--- src/rtl/osc_ctl_pkg.sv ---
package osc_ctl_pkg;
    localparam int DATA_W  = 32;
    localparam int LOCK_B  = 31;
    localparam int DIV_LSB = 24;
    localparam int DIV_W   = 2;
    localparam int PRE_LSB = 16;
    localparam int PRE_W   = 4;
    localparam int STU_LSB = 8;
    localparam int STU_W   = 4;
    localparam int OND_B   = 7;
    localparam int SWB_B   = 5;
    localparam int DET_B   = 4;
    localparam int XTL_B   = 3;
    localparam int AGC_B   = 2;
    localparam int EN_B    = 1;

    localparam logic [STU_W-1:0] STU_RST = 4'hD;

    function automatic logic [DATA_W-1:0] impl_mask();
        logic [DATA_W-1:0] m;
        m = '0;
        m[LOCK_B] = 1'b1;
        for (int i = 0; i < DIV_W; i++) m[DIV_LSB+i] = 1'b1;
        for (int i = 0; i < PRE_W; i++) m[PRE_LSB+i] = 1'b1;
        for (int i = 0; i < STU_W; i++) m[STU_LSB+i] = 1'b1;
        m[OND_B] = 1'b1;
        m[SWB_B] = 1'b1;
        m[DET_B] = 1'b1;
        m[XTL_B] = 1'b1;
        m[AGC_B] = 1'b1;
        m[EN_B]  = 1'b1;
        return m;
    endfunction

    localparam logic [DATA_W-1:0] IMPL_MASK = impl_mask();

    // Encoding is {lock, enable}.
    typedef enum logic [1:0] {
        ST_OPEN       = 2'b00,
        ST_RUN        = 2'b01,
        ST_SEALED_OFF = 2'b10,
        ST_SEALED_RUN = 2'b11
    } mode_e;

    typedef struct packed {
        logic [DIV_W-1:0] refdiv;
        logic [PRE_W-1:0] presc;
        logic [STU_W-1:0] startup;
        logic             ondemand;
        logic             det_en;
        logic             xtal;
        logic             agc;
    } cfg_t;
endpackage

--- src/rtl/osc_ctl_mode.sv ---
module osc_ctl_mode
    import osc_ctl_pkg::*;
(
    input  logic clk,
    input  logic rst_n,
    input  logic wr_hit,
    input  logic req_lock,
    input  logic req_en,
    output logic lock,
    output logic enable
);
    mode_e state, state_nx;

    always_ff @(posedge clk or negedge rst_n) begin
        if (!rst_n) state <= ST_OPEN;
        else        state <= state_nx;
    end

    always_comb begin
        state_nx = state;
        unique case (state)
            ST_OPEN, ST_RUN: begin
                if (wr_hit) begin
                    unique case ({req_lock, req_en})
                        2'b00: state_nx = ST_OPEN;
                        2'b01: state_nx = ST_RUN;
                        2'b10: state_nx = ST_SEALED_OFF;
                        2'b11: state_nx = ST_SEALED_RUN;
                        default: state_nx = state;
                    endcase
                end
            end
            ST_SEALED_OFF: state_nx = ST_SEALED_OFF;
            ST_SEALED_RUN: state_nx = ST_SEALED_RUN;
            default:       state_nx = ST_OPEN;
        endcase
    end

    always_comb begin
        lock   = 1'b0;
        enable = 1'b0;
        unique case (state)
            ST_OPEN:       begin lock = 1'b0; enable = 1'b0; end
            ST_RUN:        begin lock = 1'b0; enable = 1'b1; end
            ST_SEALED_OFF: begin lock = 1'b1; enable = 1'b0; end
            ST_SEALED_RUN: begin lock = 1'b1; enable = 1'b1; end
            default:       begin lock = 1'b0; enable = 1'b0; end
        endcase
    end
endmodule

--- src/rtl/osc_ctl_fields.sv ---
module osc_ctl_fields
    import osc_ctl_pkg::*;
(
    input  logic clk,
    input  logic rst_n,
    input  logic wr_hit,
    input  logic lock,
    input  logic enable,
    input  logic sb_clear,
    input  cfg_t w_cfg,
    input  logic w_swb,
    output cfg_t cfg,
    output logic swback
);
    logic cfg_wr;
    cfg_t cfg_nx;

    // Gated fields move only when unlocked and the oscillator is off.
    assign cfg_wr = wr_hit && !lock && !enable;

    always_comb begin
        cfg_nx = cfg;
        if (cfg_wr) cfg_nx = w_cfg;
        // Legality rule: auto gain needs crystal mode.
        cfg_nx.agc = cfg_nx.agc & cfg_nx.xtal;
    end

    always_ff @(posedge clk or negedge rst_n) begin
        if (!rst_n) begin
            cfg         <= '0;
            cfg.startup <= STU_RST;
        end else begin
            cfg <= cfg_nx;
        end
    end

    always_ff @(posedge clk or negedge rst_n) begin
        if (!rst_n)        swback <= 1'b0;
        else if (sb_clear) swback <= 1'b0;
        else if (wr_hit)   swback <= w_swb;
    end
endmodule

--- src/rtl/osc_ctl_top.sv ---
module osc_ctl_top
    import osc_ctl_pkg::*;
#(
    parameter int              ADDR_W   = 8,
    parameter logic [ADDR_W-1:0] REG_ADDR = 8'h20
) (
    input  logic              clk,
    input  logic              rst_n,
    input  logic [ADDR_W-1:0] bus_addr,
    input  logic              bus_we,
    input  logic [31:0]       bus_wdata,
    output logic [31:0]       bus_rdata,
    input  logic              sb_clear,
    output logic              cfg_lock,
    output logic              cfg_enable,
    output logic              cfg_xtal,
    output logic              cfg_agc,
    output logic              cfg_det_en,
    output logic              cfg_swback,
    output logic              cfg_ondemand,
    output logic [3:0]        cfg_startup,
    output logic [3:0]        cfg_presc,
    output logic [1:0]        cfg_refdiv
);
    logic addr_hit, wr_hit, unused_wbits;
    cfg_t w_cfg, cfg;
    logic [DATA_W-1:0] word;

    assign addr_hit     = (bus_addr == REG_ADDR);
    assign wr_hit       = bus_we && addr_hit;
    assign unused_wbits = ^(bus_wdata & ~IMPL_MASK);

    assign w_cfg.refdiv   = bus_wdata[DIV_LSB +: DIV_W];
    assign w_cfg.presc    = bus_wdata[PRE_LSB +: PRE_W];
    assign w_cfg.startup  = bus_wdata[STU_LSB +: STU_W];
    assign w_cfg.ondemand = bus_wdata[OND_B];
    assign w_cfg.det_en   = bus_wdata[DET_B];
    assign w_cfg.xtal     = bus_wdata[XTL_B];
    assign w_cfg.agc      = bus_wdata[AGC_B];

    osc_ctl_mode u_mode (
        .clk      (clk),
        .rst_n    (rst_n),
        .wr_hit   (wr_hit),
        .req_lock (bus_wdata[LOCK_B]),
        .req_en   (bus_wdata[EN_B]),
        .lock     (cfg_lock),
        .enable   (cfg_enable)
    );

    osc_ctl_fields u_fields (
        .clk      (clk),
        .rst_n    (rst_n),
        .wr_hit   (wr_hit),
        .lock     (cfg_lock),
        .enable   (cfg_enable),
        .sb_clear (sb_clear),
        .w_cfg    (w_cfg),
        .w_swb    (bus_wdata[SWB_B]),
        .cfg      (cfg),
        .swback   (cfg_swback)
    );

    assign cfg_xtal     = cfg.xtal;
    assign cfg_agc      = cfg.agc;
    assign cfg_det_en   = cfg.det_en;
    assign cfg_ondemand = cfg.ondemand;
    assign cfg_startup  = cfg.startup;
    assign cfg_presc    = cfg.presc;
    assign cfg_refdiv   = cfg.refdiv;

    always_comb begin
        word = '0;
        word[LOCK_B]             = cfg_lock;
        word[DIV_LSB +: DIV_W]   = cfg.refdiv;
        word[PRE_LSB +: PRE_W]   = cfg.presc;
        word[STU_LSB +: STU_W]   = cfg.startup;
        word[OND_B]              = cfg.ondemand;
        word[SWB_B]              = cfg_swback;
        word[DET_B]              = cfg.det_en;
        word[XTL_B]              = cfg.xtal;
        word[AGC_B]              = cfg.agc;
        word[EN_B]               = cfg_enable;
    end

    assign bus_rdata = addr_hit ? word : '0;
endmodule

--- config.mk ---
export PLATFORM = sky130hd
export DESIGN_NAME = osc_ctl_top
export DESIGN_NICKNAME = d
export VERILOG_FILES = /design/src/rtl/osc_ctl_pkg.sv /design/src/rtl/osc_ctl_mode.sv /design/src/rtl/osc_ctl_fields.sv /design/src/rtl/osc_ctl_top.sv
export SDC_FILE = /design/constraint.sdc
export NUM_CORES = 1
export LEC_CHECK = 0
export ABC_AREA = 1
export BUFFER_PORTS_ARGS = -buffer_cell sky130_fd_sc_hd__buf_2
export CAP_MARGIN = 10
export CORE_MARGIN = 3
export CORE_UTILIZATION = 38
export CTS_BUF_LIST = sky130_fd_sc_hd__clkbuf_8
export CTS_CLUSTER_DIAMETER = 60
export CTS_CLUSTER_SIZE = 10
export DETAILED_ROUTE_END_ITERATION = 7
export PLACE_DENSITY = 0.84
export SYNTH_ARGS = -nofsm -noshare
export SYNTH_HDL_FRONTEND = slang
export SYNTH_SLANG_ARGS = --single-unit
--- constraint.sdc ---
create_clock -name clk -period 1.9 [get_ports clk]
set_input_delay 0.475 -clock clk [delete_from_list [all_inputs] [get_ports clk]]
set_output_delay 0.475 -clock clk [all_outputs]
set_load 0.03 [all_outputs]
==> results.json <==
{
  "status": "finished, final reports clean",
  "yosysWarningCount": 0,
  "drc_errors": 0,
  "cp.required_ps": 1420,
  "finalHoldViolations": 0,
  "ys_seq_area_share_pct": 41.0,
  "setup_viol": 0,
  "avgSynthCellArea_sq_um": 7.64,
  "grt_max_degree": 27,
  "start_util_pct": 41.2,
  "antennaDiodeCount": 0,
  "clock.fmax_mhz": 566,
  "met3_usage_pct": 1.75,
  "die_w_microns": 58.5,
  "grt_use_met1_pct": 14.7,
  "grt-busiest-layer": "met2",
  "ys_types": 20,
  "dpl_cell_area_sq_mm": 0.00131,
  "syn_to_final_growth_pct": 29.6,
  "layout_common_cells": "buf_2 (61), inv_1 (33), nor2_1 (23)",
  "peakVddDrop_mv": 0.399,
  "vias": 910,
  "hold_path.class": "input pin to asynchronous set/reset pin",
  "design_area_sq_mm": 0.00136,
  "finClkSkew_ps": 4.02,
  "cts_buffers": 3,
  "detail-route-antenna-nets": 0,
  "io_buffers": 62,
  "synth_area_sq_mm": 0.00105,
  "grt_usage_pct": 12.9,
  "drt-initial-drc-count": 11,
  "die-area_sq_mm": 0.00342,
  "gp_congestion": 0.787,
  "cp_cell_sequence": "buf_2 -> nor2_1 -> nand2_1 -> nor2_4 -> inv_4 -> nor2_1 -> clkbuf_4",
  "cts_tree": "done",
  "cp-end-kind": "primary output",
  "drive_gt1_share_pct": 42.9,
  "drt_pass1_iterations": 4,
  "grt_first_pass_wirelength_mm": 3.33,
  "synth_edf_count": 0,
  "place_ws_ps": 82.7,
  "wl_mm": 2.18,
  "cp_common_cell": "nor2_1",
  "fillers": 262,
  "avgViaCountPerCell": 3.99,
  "grt_pass1_vias": 768,
  "finalCritPeriodShare_pct": 93.0,
  "cp_slowest_cell": "clkbuf_4",
  "period_needed_ps": 1770,
  "fp.coreArea_sq_mm": 0.00254,
  "clock_path_buffers": 2,
  "die_y_microns": 58.5,
  "instances_no_fill": 228,
  "path_class": "input pin to primary output",
  "finalMaxSlewViolations": 0,
  "nNetsFinal": 243,
  "dp_hpwl_mm": 1.73,
  "total_power_mw": 0.706,
  "clk_pin_slew_ps": 60,
  "rows": 18,
  "antenna_found_initial": 0,
  "timing.max_cap.violations": 0,
  "max_stage_delay_ps": 190,
  "wl_per_cell_microns": 9.56,
  "ff2ff_path_depth": 6,
  "ios": 93,
  "pwr_density_cell_mw_per_mm2": 520,
  "rsz0062_at_grt": "no",
  "placed_cells_incl_taps": 224,
  "holdWs_ps": 134,
  "worstPathArrival_ps": 1290,
  "cp_max_fo": 17,
  "layout_setup_ws_ps": 133,
  "gr-usage-met2_pct": 23.1,
  "power.leakage_nw": 0.801,
  "h-tree-depth": 1,
  "ys_seq_elements": 17,
  "start_kind": "input pin",
  "clk_latency_ps": 250,
  "cts_root_buf": "clkbuf_8",
  "syn_inst": 137,
  "overflow": 0,
  "cts_hold_buffers": 0,
  "final_common_cell": "buf_2",
  "synthFlopType": "dfrtp_1",
  "cts.sinks": 17,
  "post_cts_buffers": 0,
  "async_reset_ff_share_pct": 100
}
-- cell usage after synthesis, drive strengths merged, types with 2 or more instances --
cell,n,area [sq um]
inv,33,124
nor2,25,104
nand2,21,78.8
buf,18,140
dfrtp,14,350
o21ai,13,110
dfstp,3,78.8
clkbuf,2,7.51
nand3,2,22.5
nand4,2,12.5
nor3,2,10.0
-- metal layers --
| metal | part of all wire [%] | up-vias |
|---|---|---|
| li1 | - | 490 |
| met1 | 39 | 388 |
| met2 | 54 | 30 |
| met3 | 6.0 | 2 |
| met4 | 1.2 | 0 |
| met5 | 0 | - |
-- worst paths after layout --
kind / start / endpoint / slack, ps
max: bus_addr[3] / bus_rdata[16] / 130
min reg2reg: u_fields.cfg[6] / u_fields.cfg[6] / 490
max reg2reg: u_mode.state[1] / u_fields.cfg[0] / 440
min in group clk: sb_clear / u_fields.swback / 380
max in group asynchronous: rst_n / u_fields.cfg[6] / 1450
min: rst_n / u_fields.swback / 130
-- through the flow --
stage	setup TNS (ps)	util, %
after floorplan	-797	-
after global placement	0	51.4
after detailed placement	0	51.4
after CTS	0	53.1
after global routing	0	53.3
final	0	53.3
-- repair_timing --
item | 4_1_cts | 5_1_grt
gates resized for setup | 0 | 3
setup endpoints to repair | 0 | 11
hold endpoints to repair | 0 | 0
-- registers in the layout, summed over array words and instances, names as in the netlist, named ones only --
signal	flops
u_fields.cfg	14
u_fields.swback	1
u_mode.state	1
-- kinds of logic after synthesis --
family / count (synthesis) / share of synthesized area (%)
AND/OR/NAND/NOR: 52 / 21.7
other: 1 / 0.358
AO/OA/AOI/OAI: 14 / 11.0
flip-flops: 17 / 41.0
buffers and inverters: 53 / 25.9
-- area by class of cell --
class | count | area (sq um) | area share [%]
sequential | 17 | 429 | 31.6
multi-input combinational | 81 | 399 | 29.4
timing repair buffer | 63 | 320 | 23.6
inverter | 33 | 126 | 9.31
clock buffer | 3 | 41.3 | 3.04
tap | 30 | 37.5 | 2.76
clock inverter | 1 | 3.75 | 0.276
-- power by group --
part / internal (mW) / total [mW] / switching, mW
registers: 0.362 / 0.362 / 0.0000431
clock network: 0.143 / 0.255 / 0.112
logic: 0.0239 / 0.0884 / 0.0645
total: 0.529 / 0.706 / 0.177
-- critical path: cells and delay by family --
| kind | cells | cell delay (ps) |
|---|---|---|
| buffers and inverters | 3 | 390 |
| and+or+nand+nor | 4 | 420 |
Note: power is estimated with default switching activity, not from simulation.
